## config.mk

```make
export PLATFORM = sky130hd
export DESIGN_NAME = tsa_addr_gen
export DESIGN_NICKNAME = d
export VERILOG_FILES = /design/src/rtl/tsa_pkg.sv /design/src/rtl/tsa_tile_map.sv /design/src/rtl/tsa_swizzle.sv /design/src/rtl/tsa_pitch_chk.sv /design/src/rtl/tsa_addr_gen.sv
export SDC_FILE = /design/constraint.sdc
export NUM_CORES = 1
export LEC_CHECK = 0
export ABC_CLOCK_PERIOD_IN_PS = 10000
export BUFFER_PORTS_ARGS = -buffer_cell sky130_fd_sc_hd__clkbuf_2
export CAP_MARGIN = 10
export CELL_PAD_IN_SITES_DETAIL_PLACEMENT = 1
export CELL_PAD_IN_SITES_GLOBAL_PLACEMENT = 1
export CORE_UTILIZATION = 25
export CTS_BUF_LIST = sky130_fd_sc_hd__clkbuf_16
export DETAILED_ROUTE_END_ITERATION = 7
export PLACE_DENSITY_LB_ADDON = 0.2
export SLEW_MARGIN = 10
export SYNTH_ARGS = -nofsm -noshare
export SYNTH_HDL_FRONTEND = slang
export SYNTH_SLANG_ARGS = --single-unit
```

## constraint.sdc

```tcl
create_clock -name clk -period 10 [get_ports clk]
set_clock_uncertainty 0.15 [all_clocks]
set_input_delay 1 -clock clk [delete_from_list [all_inputs] [get_ports clk]]
set_output_delay 1 -clock clk [all_outputs]
set_load 0.1 [all_outputs]
```

## src/rtl/tsa_pkg.sv

```systemverilog
package tsa_pkg;
    typedef enum logic [1:0] {
        LAY_LINEAR = 2'b00,
        LAY_XMAJOR = 2'b01,
        LAY_YMAJOR = 2'b10,
        LAY_WMAJOR = 2'b11
    } layout_e;

    localparam int TILE_SHIFT = 12;
    localparam int SWZ_BIT    = 6;
endpackage

```

## src/rtl/tsa_tile_map.sv

```systemverilog
module tsa_tile_map
    import tsa_pkg::*;
#(
    parameter int X_W   = 16,
    parameter int Y_W   = 16,
    parameter int P_W   = 16,
    parameter int OFF_W = Y_W + P_W
) (
    input  layout_e          lay,
    input  logic [X_W-1:0]   x,
    input  logic [Y_W-1:0]   y,
    input  logic [P_W-1:0]   pitch,
    output logic [OFF_W-1:0] raw_off
);
    logic [3:0]       row_sh;
    logic [3:0]       col_sh;
    logic [Y_W-1:0]   row_idx;
    logic [P_W-1:0]   tiles_row;
    logic [X_W-1:0]   col_idx;
    logic [OFF_W-1:0] base;
    logic [11:0]      intra;

    always_comb begin
        unique case (lay)
            LAY_LINEAR: begin row_sh = 4'd0; col_sh = 4'd0; end
            LAY_XMAJOR: begin row_sh = 4'd3; col_sh = 4'd9; end
            LAY_YMAJOR: begin row_sh = 4'd5; col_sh = 4'd7; end
            LAY_WMAJOR: begin row_sh = 4'd6; col_sh = 4'd6; end
        endcase
    end

    // one shared multiplier serves every layout
    assign row_idx   = y >> row_sh;
    assign tiles_row = pitch >> col_sh;
    assign col_idx   = x >> col_sh;
    assign base      = OFF_W'(row_idx) * OFF_W'(tiles_row) + OFF_W'(col_idx);

    always_comb begin
        unique case (lay)
            LAY_LINEAR: intra = 12'd0;
            LAY_XMAJOR: intra = {y[2:0], x[8:0]};
            LAY_YMAJOR: intra = {x[6:4], y[4:0], x[3:0]};
            LAY_WMAJOR: intra = {x[5:3], y[5:3], y[2], x[2], y[1], x[1], y[0], x[0]};
        endcase
    end

    assign raw_off = (lay == LAY_LINEAR) ? base
                                         : ((base << TILE_SHIFT) | OFF_W'(intra));
endmodule

```

## src/rtl/tsa_swizzle.sv

```systemverilog
module tsa_swizzle
    import tsa_pkg::*;
#(
    parameter int OFF_W = 32
) (
    input  layout_e          lay,
    input  logic             en,
    input  logic [OFF_W-1:0] off_in,
    output logic [OFF_W-1:0] off_out
);
    logic flip;

    always_comb begin
        unique case (lay)
            LAY_LINEAR: flip = 1'b0;
            LAY_XMAJOR: flip = off_in[9] ^ off_in[10];
            LAY_YMAJOR: flip = off_in[9];
            LAY_WMAJOR: flip = off_in[9];
        endcase
    end

    always_comb begin
        off_out          = off_in;
        off_out[SWZ_BIT] = off_in[SWZ_BIT] ^ (en & flip);
    end
endmodule

```

## src/rtl/tsa_pitch_chk.sv

```systemverilog
module tsa_pitch_chk
    import tsa_pkg::*;
#(
    parameter int P_W = 16
) (
    input  layout_e        lay,
    input  logic [P_W-1:0] pitch,
    output logic           bad
);
    always_comb begin
        unique case (lay)
            LAY_LINEAR: bad = 1'b0;
            LAY_XMAJOR: bad = |pitch[8:0];
            LAY_YMAJOR: bad = |pitch[6:0];
            LAY_WMAJOR: bad = |pitch[5:0];
        endcase
    end
endmodule

```

## src/rtl/tsa_addr_gen.sv

```systemverilog
module tsa_addr_gen
    import tsa_pkg::*;
#(
    parameter int X_W = 16,
    parameter int Y_W = 16,
    parameter int P_W = 16,
    localparam int OFF_W = Y_W + P_W
) (
    input  logic             clk,
    input  logic             rst_n,
    input  logic             in_valid,
    input  logic [X_W-1:0]   x,
    input  logic [Y_W-1:0]   y,
    input  logic [P_W-1:0]   pitch,
    input  logic [1:0]       mode,
    input  logic             swz_en,
    output logic             out_valid,
    output logic [OFF_W-1:0] offset,
    output logic             pitch_err
);
    layout_e          lay_q;
    logic [X_W-1:0]   x_q;
    logic [Y_W-1:0]   y_q;
    logic [P_W-1:0]   pitch_q;
    logic             swz_q;
    logic             vld_q;
    logic [OFF_W-1:0] raw_off;

    // layout state register: moves only on an accepted request
    always_ff @(posedge clk or negedge rst_n) begin
        if (!rst_n) begin
            lay_q   <= LAY_LINEAR;
            x_q     <= '0;
            y_q     <= '0;
            pitch_q <= '0;
            swz_q   <= 1'b0;
            vld_q   <= 1'b0;
        end else begin
            vld_q <= in_valid;
            if (in_valid) begin
                lay_q   <= layout_e'(mode);
                x_q     <= x;
                y_q     <= y;
                pitch_q <= pitch;
                swz_q   <= swz_en;
            end
        end
    end

    tsa_tile_map #(.X_W(X_W), .Y_W(Y_W), .P_W(P_W), .OFF_W(OFF_W)) u_map (
        .lay(lay_q), .x(x_q), .y(y_q), .pitch(pitch_q), .raw_off(raw_off)
    );

    tsa_swizzle #(.OFF_W(OFF_W)) u_swz (
        .lay(lay_q), .en(swz_q), .off_in(raw_off), .off_out(offset)
    );

    tsa_pitch_chk #(.P_W(P_W)) u_chk (
        .lay(lay_q), .pitch(pitch_q), .bad(pitch_err)
    );

    assign out_valid = vld_q;

    a_r1_latency: assert property (@(posedge clk) disable iff (!rst_n)
        in_valid |=> out_valid);
    a_r1_idle: assert property (@(posedge clk) disable iff (!rst_n)
        !in_valid |=> !out_valid);
    a_r1_hold: assert property (@(posedge clk) disable iff (!rst_n)
        !in_valid |=> ($stable(offset) && $stable(pitch_err)));
    a_r3_linear_noerr: assert property (@(posedge clk) disable iff (!rst_n)
        (lay_q == LAY_LINEAR) |-> !pitch_err);
    a_r3_linear_noswz: assert property (@(posedge clk) disable iff (!rst_n)
        (lay_q == LAY_LINEAR) |-> (offset == raw_off));
    a_r8_only_bit6: assert property (@(posedge clk) disable iff (!rst_n)
        ((offset ^ raw_off) & ~(OFF_W'(1) << SWZ_BIT)) == '0);
    a_r4_low_bits: assert property (@(posedge clk) disable iff (!rst_n)
        (out_valid && lay_q == LAY_XMAJOR) |-> (offset[5:0] == x_q[5:0]));
endmodule

```

==> flow_summary.toml, run 1 <==
[timing]
final.period_utilization_pct = 95.17
fin_crit_ns = 9.517
tns_ns = 0
setup_slack_ns = 0.4825
final_hold_viol_count = 0
timing.fmax_ghz = 0.1051
setup_viol = 0
rsz0062_at_grt = "no"
worst_pin_slew_ns = 1.141
drv_slew = 0
slew-limit-headroom_pct = 23.39

[setup_path]
start_kind = "register"
crit_fanout = 9
cpMaxStageDelayCell = "fa_1"
cp_slowest_stage_delay_ns = 0.55
cp-end-kind = "output pin"
required_ns = 8.85
crit_type = "reg -> out"
worst_path_most_repeated_cell = "inv_1"
critPathArrivalTime_ns = 8.37

[grt]
track_usage_pct = 18.65
grt_max_degree = 55
overflow = 0
antenna_found_initial = 0
grt_pass1_vias = 11897
grt_pass1_wl_um = 74720

[detailed_routing]
dr_total_vias = 10478
firstDrtPassIters = 7
routed_wl_um = 46850
wl_per_cell_um = 20.89
drc_errors = 0
drt_first_iter_violations = 579
final_antenna_net_count = 0
routed_via_density = 4.671

[die]
std_cell_rows = 82
die_y_um = 228.6
dieWidth_um = 228.6
dieArea_mm2 = 0.05227
ios = 88
start_util_pct = 25.49
coreArea_mm2 = 0.05038

[run_status]
status = "complete, no violations"

[final_layout]
nets = 1946
areaGrowthSynthToFinish_pct = 14.81
fin_cells = 2243
layout_commonest_cell = "inv_1"
seq_area_mm2 = 0.001301
multi_input_area_mm2 = 0.01030
fin_util_pct = 29.26
diodes = 0
drive_gt1_share_pct = 15.66
n_fill_cell = 5901
final_cell_mix = "265 x inv_1, 232 x nand2_1, 210 x fa_1"

[place]
hpwl_um = 40270
gp_congestion = 0.8758
dp_cells = 2235
dp_slack_ns = 0.4231
io_buffers = 87

[cts]
clkTransAtPathRegs_ns = 0.07
cts_hold_buffers = 0
clk-insertion-delay-late_ns = 0.29
clkSinkCount = 52
cts_tree = "yes"
cts_root_buf = "clkbuf_16"
postCtsSetupBuffers = 0
cts_made_buffers = 5
cts_resized = 0
htreeDepth = 2
cts_buffer_depth = 2

[logic_synthesis]
seq_area_frac_synth_pct = 10.13
synth_ff_type = "dfrtp_1"
synth_seq_cells = 52
syn_inst = 1491
synth_edf_count = 0
ys_types = 73
synth_area_mm2 = 0.01284
avgSynthCellArea_um2 = 8.612
yosys_warnings = 0
synthArstFlopShare_pct = 100.0
syn-num-nets = 1867

[job]
drv_cap = 0

[worst_hold_path]
hp-class = "reg -> reg"
-- logic make-up after synthesis --
kind of cell,count (synthesis),share of synthesized area (%)
buf+inv,327,10.04
fa+ha+maj,322,43.66
mux,105,8.760
simple gates,477,15.96
compound gates,185,9.881
xor+xnor,23,1.569
flops,52,10.13
-- area by class of cell --
class	count	area share, %
clock inverters	3	0.2886
clock buffers	5	0.8488
repair buffers	134	7.690
multi-input cells	1112	69.89
flip-flops and latches	52	8.827
inverters	265	6.748
well taps	672	5.704
-- registers in the layout, summed over array words and instances, names as in the netlist --
| signal | cells |
|---|---|
| out_valid | 1 |
| swz_q | 1 |
| lay_q | 2 |
| x_q | 16 |
| pitch_q | 16 |
| y_q | 16 |
-- cells in the mapped netlist (16+ instances only) --
cell / count / area share [%]
nand2_1: 235 / 6.9
dfrtp_1: 52 / 10
o21ai_0: 32 / 1.2
nor2_1: 142 / 4.2
clkbuf_1: 38 / 1.1
a21oi_1: 42 / 1.6
inv_1: 264 / 7.7
mux2i_1: 46 / 3.6
ha_1: 112 / 11
fa_1: 210 / 33
nand3_1: 16 / 0.62
mux2_2: 59 / 5.2
-- layer usage --
metal  vias up  track usage, %  part of all wire, %
met5         -               0                    0
met4         0           3.188                  1.8
met3        36           1.235                  2.4
met2       148           30.94                   47
met1      5421           26.78                   49
li1       4873               -                    -
-- through the flow --
step / area [um2] / hold slack [ns]
6_report: 14740 / 0.4008
3_3_place_gp: 14540 / 0.3777
2_1_floorplan: 12840 / 0.3511
5_1_grt: 14740 / 0.4280
3_5_place_dp: 14540 / 0.3868
4_1_cts: 14700 / 0.4027
-- critical path, delay by kind of cell, from the launching register on --
| kind | cells | cell delay, ns |
|---|---|---|
| fa+ha+maj | 8 | 3.75 |
| buf+inv | 9 | 1.01 |
| mux | 2 | 0.41 |
| xor+xnor | 1 | 0.11 |
| compound gates | 5 | 1.02 |
| flops | 1 | 0.41 |
| simple gates | 6 | 1.35 |
-- path summary, 6_finish.rpt --
check | cells after the start | from | to | slack (ns)
min in group asynchronous | 2 | rst_n | y_q[1] | 0.67
max in group asynchronous | 2 | rst_n | pitch_q[14] | 8.57
min | 1 | pitch_q[2] | pitch_q[2] | 0.40
max | 31 | lay_q[0] | offset[31] | 0.48
max reg2reg | 1 | x_q[15] | x_q[15] | 8.94
min reg2reg | 1 | pitch_q[2] | pitch_q[2] | 0.40
Power of run 1 is left out: the tool's default activity adds up to more than one toggle a clock period on the data nets, which glitch-free logic cannot reach.
==> run 2: changes to the inputs <==
==> constraint.sdc (replaced) <==
create_clock -name clk -period 10 [get_ports clk]
set_clock_uncertainty 0.15 [all_clocks]
set_input_delay 1 -clock clk [delete_from_list [all_inputs] [get_ports clk]]
set_output_delay 1 -clock clk [all_outputs]
set_load 0.02 [all_outputs]
==> run 2 against run 1 <==
Against the previous run:
- cell count increased by 0.18%
- routed wire length increased by 0.47%
- critical endpoint is now offset[30]
- register-to-register slack got worse by 0.02 ns
- non-clock buffer count increased by 3
- worst setup slack got worse by 0.070 ns
- clock-buffer cell count unchanged
- highest routed layer unchanged
- critical path depth decreased by 3
- sequential share of layout area increased by 0.21 points
==> flow_summary.toml, run 2 (same netlist as run 1, synthesis figures left out) <==
[cts]
postCtsSetupBuffers = 0
cts_made_buffers = 5
cts_buffer_depth = 2
clkSinkCount = 52
cts_hold_buffers = 0
cts_resized = 0
cts_root_buf = "clkbuf_16"
cts_tree = "yes"
htreeDepth = 2
clkTransAtPathRegs_ns = 0.07
clk-insertion-delay-late_ns = 0.29

[setup_path]
crit_type = "reg -> out"
endpoint = "offset[30]"
cpMaxStageDelayCell = "fa_1"
reg2reg_depth = 1
r2r-start = "x_q[15]"
critPathArrivalTime_ns = 8.44
critPathTopFamily = "adder cells"
cp_slowest_stage_delay_ns = 0.58
cp.depth = 28
crit_fanout = 31
start_kind = "register"
worst_path_most_repeated_cell = "fa_1"
required_ns = 8.85
worstSetupStartpoint = "lay_q[0]"
r2r_end = "x_q[15]"
worst-path-buf-inv = 9
cp-end-kind = "output pin"
r2r_slack_ns = 8.92

[final_layout]
seq_area_mm2 = 0.001301
final_cell_mix = "264 x inv_1, 233 x nand2_1, 210 x fa_1"
layout_commonest_cell = "inv_1"
reg_top3 = "pitch_q (16), x_q (16), y_q (16)"
drive_gt1_share_pct = 15.69
multi_input_area_mm2 = 0.01030
n_fill_cell = 5981
areaGrowthSynthToFinish_pct = 12.19
nets = 1949
final_area_mm2 = 0.01441

[timing]
setup_viol = 0
rsz0062_at_grt = "yes"
slew-limit-headroom_pct = 43.65
final.period_utilization_pct = 95.87
timing.fmax_ghz = 0.1043
fin_crit_ns = 9.587
final_hold_viol_count = 0
worst_pin_slew_ns = 0.8396
drv_slew = 0

[place]
io_buffers = 87
hpwl_um = 40520
place_area_mm2 = 0.01421
gp_congestion = 0.8788

[detailed_routing]
firstDrtPassIters = 7
wl_per_cell_um = 20.95
dr_total_vias = 10531
final_antenna_net_count = 0
drt_first_iter_violations = 608
routed_wl_um = 47070
drc_errors = 0
routed_via_density = 4.687

[job]
drv_cap = 0

[worst_hold_path]
hp-class = "reg -> reg"

[grt]
grt_pass1_wl_um = 73650
antenna_found_initial = 1
track_usage_pct = 18.56
overflow = 0
grt_max_degree = 55
grt_pass1_vias = 11742

[die]
std_cell_rows = 82
ios = 88
start_util_pct = 25.49
die_y_um = 228.6
dieWidth_um = 228.6
coreArea_mm2 = 0.05038
dieArea_mm2 = 0.05227

[run_status]
status = "complete, no violations"
==> run 2: cell count changes in the layout (fill, tap and decap cells not counted), sizes merged <==
cell / change
buf: -20
diode: +1
clkbuf: +23
clkinvlp: +1
bufinv: -1
==> run 2: worst min-delay path by stage <==
| stage | endpoint | slack (ns) | start | depth (start not counted) |
|---|---|---|---|---|
| finish | pitch_q[1] | 0.40 | pitch_q[1] | 1 |
| global route | pitch_q[1] | 0.43 | pitch_q[1] | 1 |
| CTS | pitch_q[1] | 0.41 | pitch_q[1] | 1 |
| detailed placement | pitch_q[1] | 0.39 | pitch_q[1] | 1 |
| global placement | pitch_q[1] | 0.38 | pitch_q[1] | 1 |
| floorplan | swz_q | 0.35 | swz_q | 1 |
==> run 2: through the flow <==
step / worst slack [ns] / setup TNS (ns) / hold slack [ns] / cells / util (%)
detailed placement: 0.4295 / 0 / 0.3924 / 2238 / 28.21
finish: 0.4128 / 0 / 0.4016 / 2247 / 28.60
global route: -0.007461 / -0.007461 / 0.4324 / 2246 / 28.59
CTS: 0.04215 / 0 / 0.4078 / 2246 / 28.50
global placement: 0.4813 / 0 / 0.3818 / 2238 / 28.21
floorplan: 1.429 / 0 / 0.3511 / 1491 / -
==> run 2: layout make-up <==
cell class | count | share of cell area, %
Clock inverter | 3 | 0.1737
Tap cell | 672 | 5.837
Clock buffer | 5 | 0.8686
Inverter | 265 | 6.905
Multi-Input combinational cell | 1112 | 71.51
Timing Repair Buffer | 137 | 5.654
Antenna cell | 1 | 0.01737
Sequential cell | 52 | 9.033
==> run 2: per-layer routing <==
metal	global-route usage (%)	part of all wire, %	routed length (um)	vias up
met5	0	0	0	-
met4	3.125	1.7	813	0
met3	1.584	3.0	1390	32
met2	31.07	48	22410	167
met1	26.22	48	22460	5446
li1	-	-	-	4886
Power of run 2 is left out for the same reason.
==> run 3: changes to the inputs <==
--- a/config.mk
+++ b/config.mk
@@ -11,7 +11,8 @@
 export CELL_PAD_IN_SITES_DETAIL_PLACEMENT = 1
 export CELL_PAD_IN_SITES_GLOBAL_PLACEMENT = 1
 export CORE_UTILIZATION = 25
-export CTS_BUF_LIST = sky130_fd_sc_hd__clkbuf_16
+export CTS_BUF_LIST = sky130_fd_sc_hd__clkbuf_2
+export CTS_CLUSTER_SIZE = 28
 export DETAILED_ROUTE_END_ITERATION = 7
 export PLACE_DENSITY_LB_ADDON = 0.2
 export SLEW_MARGIN = 10
==> run 3 against run 2 <==
Against the previous run:
- worst setup slack better by 0.057 ns
- register-to-register slack about the same
- cell count increased by 0.45%
- first-iteration DRC count decreased by 1.6%
- sequential share of layout area is essentially flat
- critical path depth increased by 2
- routed wire length is essentially flat
- global-route usage hardly changed
- hold slack improved by 0.036 ns
- clock-buffer cell count unchanged
- die area unchanged
- via count increased by 0.28%
==> flow_summary.toml, run 3 (same netlist as run 1, synthesis figures left out) <==
[run_status]
status = "complete, no violations"

[setup_path]
crit_type = "reg -> out"
worst_path_most_repeated_cell = "fa_1"
worstSetupStartpoint = "lay_q[0]"
critPathArrivalTime_ns = 8.38
cpMaxStageDelayCell = "fa_1"
start_kind = "register"
reg2reg_depth = 1
cp_slowest_stage_delay_ns = 0.60
crit_fanout = 16
r2r-start = "x_q[15]"
cp-end-kind = "output pin"
required_ns = 8.85

[timing]
worst_pin_slew_ns = 0.6793
whs_ns = 0.4379
setup_viol = 0
timing.fmax_ghz = 0.1049
tns_ns = 0
final_hold_viol_count = 0
fin_crit_ns = 9.530
slew-limit-headroom_pct = 54.72
final.period_utilization_pct = 95.30
drv_slew = 0

[cts]
clkSinkCount = 52
cts_root_buf = "clkbuf_2"
cts_buffer_depth = 2
clk-insertion-delay-late_ns = 0.43
cts_made_buffers = 5
cts_tree = "yes"
cts_hold_buffers = 0
htreeDepth = 2
clkTransAtPathRegs_ns = 0.29

[detailed_routing]
routed_wl_um = 47110
routed_via_density = 4.679
wl_per_cell_um = 20.87
dr.max_layer_used = "met4"
wl_met3_um = 1241
wl_met1_um = 22600
firstDrtPassIters = 6
dr_total_vias = 10561
dr_wl_met2_um = 22640
final_antenna_net_count = 0
drc_errors = 0
drt_first_iter_violations = 598

[worst_hold_path]
hp-class = "in -> async"

[grt]
track_usage_pct = 18.54
grt_pass1_wl_um = 73780
grt_max_degree = 55
overflow = 0
antenna_found_initial = 0
grt_pass1_vias = 11738

[place]
gp_congestion = 0.8788
dp_cells = 2238
hpwl_um = 40520
io_buffers = 87

[final_layout]
drive_gt1_share_pct = 16.79
fin_util_pct = 28.72
final_cell_mix = "263 x inv_1, 231 x nand2_1, 210 x fa_1"
layout_commonest_cell = "inv_1"
reg_top3 = "pitch_q (16), x_q (16), y_q (16)"
nets = 1959
fin_cells = 2257
areaGrowthSynthToFinish_pct = 12.70

[die]
ios = 88
dieArea_mm2 = 0.05227
std_cell_rows = 82
die_y_um = 228.6
coreArea_mm2 = 0.05038
start_util_pct = 25.49
dieWidth_um = 228.6

[job]
drv_cap = 0
==> run 3: cell type report <==
class | count | area [um2]
flip-flops and latches | 52 | 1301
clock buffers | 5 | 25.02
well taps | 672 | 840.8
clock inverters | 3 | 25.02
diodes | 1 | 2.502
repair buffers | 147 | 928.4
multi-input cells | 1112 | 10350
inverters | 265 | 997.2
fillers | 5985 | 35910
==> run 3: routing by layer <==
| metal | global-route usage [%] | up-vias |
|---|---|---|
| met4 | 2.601 | 0 |
| met1 | 26.32 | 5457 |
| met5 | 0 | - |
| met2 | 31.33 | 173 |
| li1 | - | 4907 |
| met3 | 1.310 | 24 |
==> run 3: through the flow <==
| stage | worst slack, ns | area (um2) |
|---|---|---|
| 2_1_floorplan | 1.429 | 12840 |
| 3_3_place_gp | 0.4813 | 14210 |
| 3_5_place_dp | 0.4295 | 14210 |
| 4_1_cts | 0.005794 | 14270 |
| 5_1_grt | -0.01310 | 14470 |
| 6_report | 0.4701 | 14470 |
==> run 3: timing repair <==
action	in CTS	in global routing
setup buffers	0	10
pin swaps	0	1
endpoints found under the setup margin	10	18
gates cloned	0	0
gates resized for setup	6	34
==> run 3: worst paths after layout <==
| kind | to | slack, ns |
|---|---|---|
| max | offset[23] | 0.47 |
| min in group clk | swz_q | 0.44 |
| min | x_q[14] | 0.44 |
| min reg2reg | swz_q | 0.44 |
| max reg2reg | x_q[15] | 8.92 |
| max in group asynchronous | y_q[3] | 8.80 |
==> run 3: critical path, delay by kind of cell (launching register included) <==
family | cells | cell delay, ns
XOR/XNOR | 1 | 0.09
adder cells (fa/ha/maj) | 8 | 3.75
AND/OR/NAND/NOR | 5 | 0.94
buffers and inverters | 8 | 1.03
multiplexers | 1 | 0.34
flip-flops | 1 | 0.48
AO/OA/AOI/OAI | 7 | 1.31
Power of run 3 is left out for the same reason.
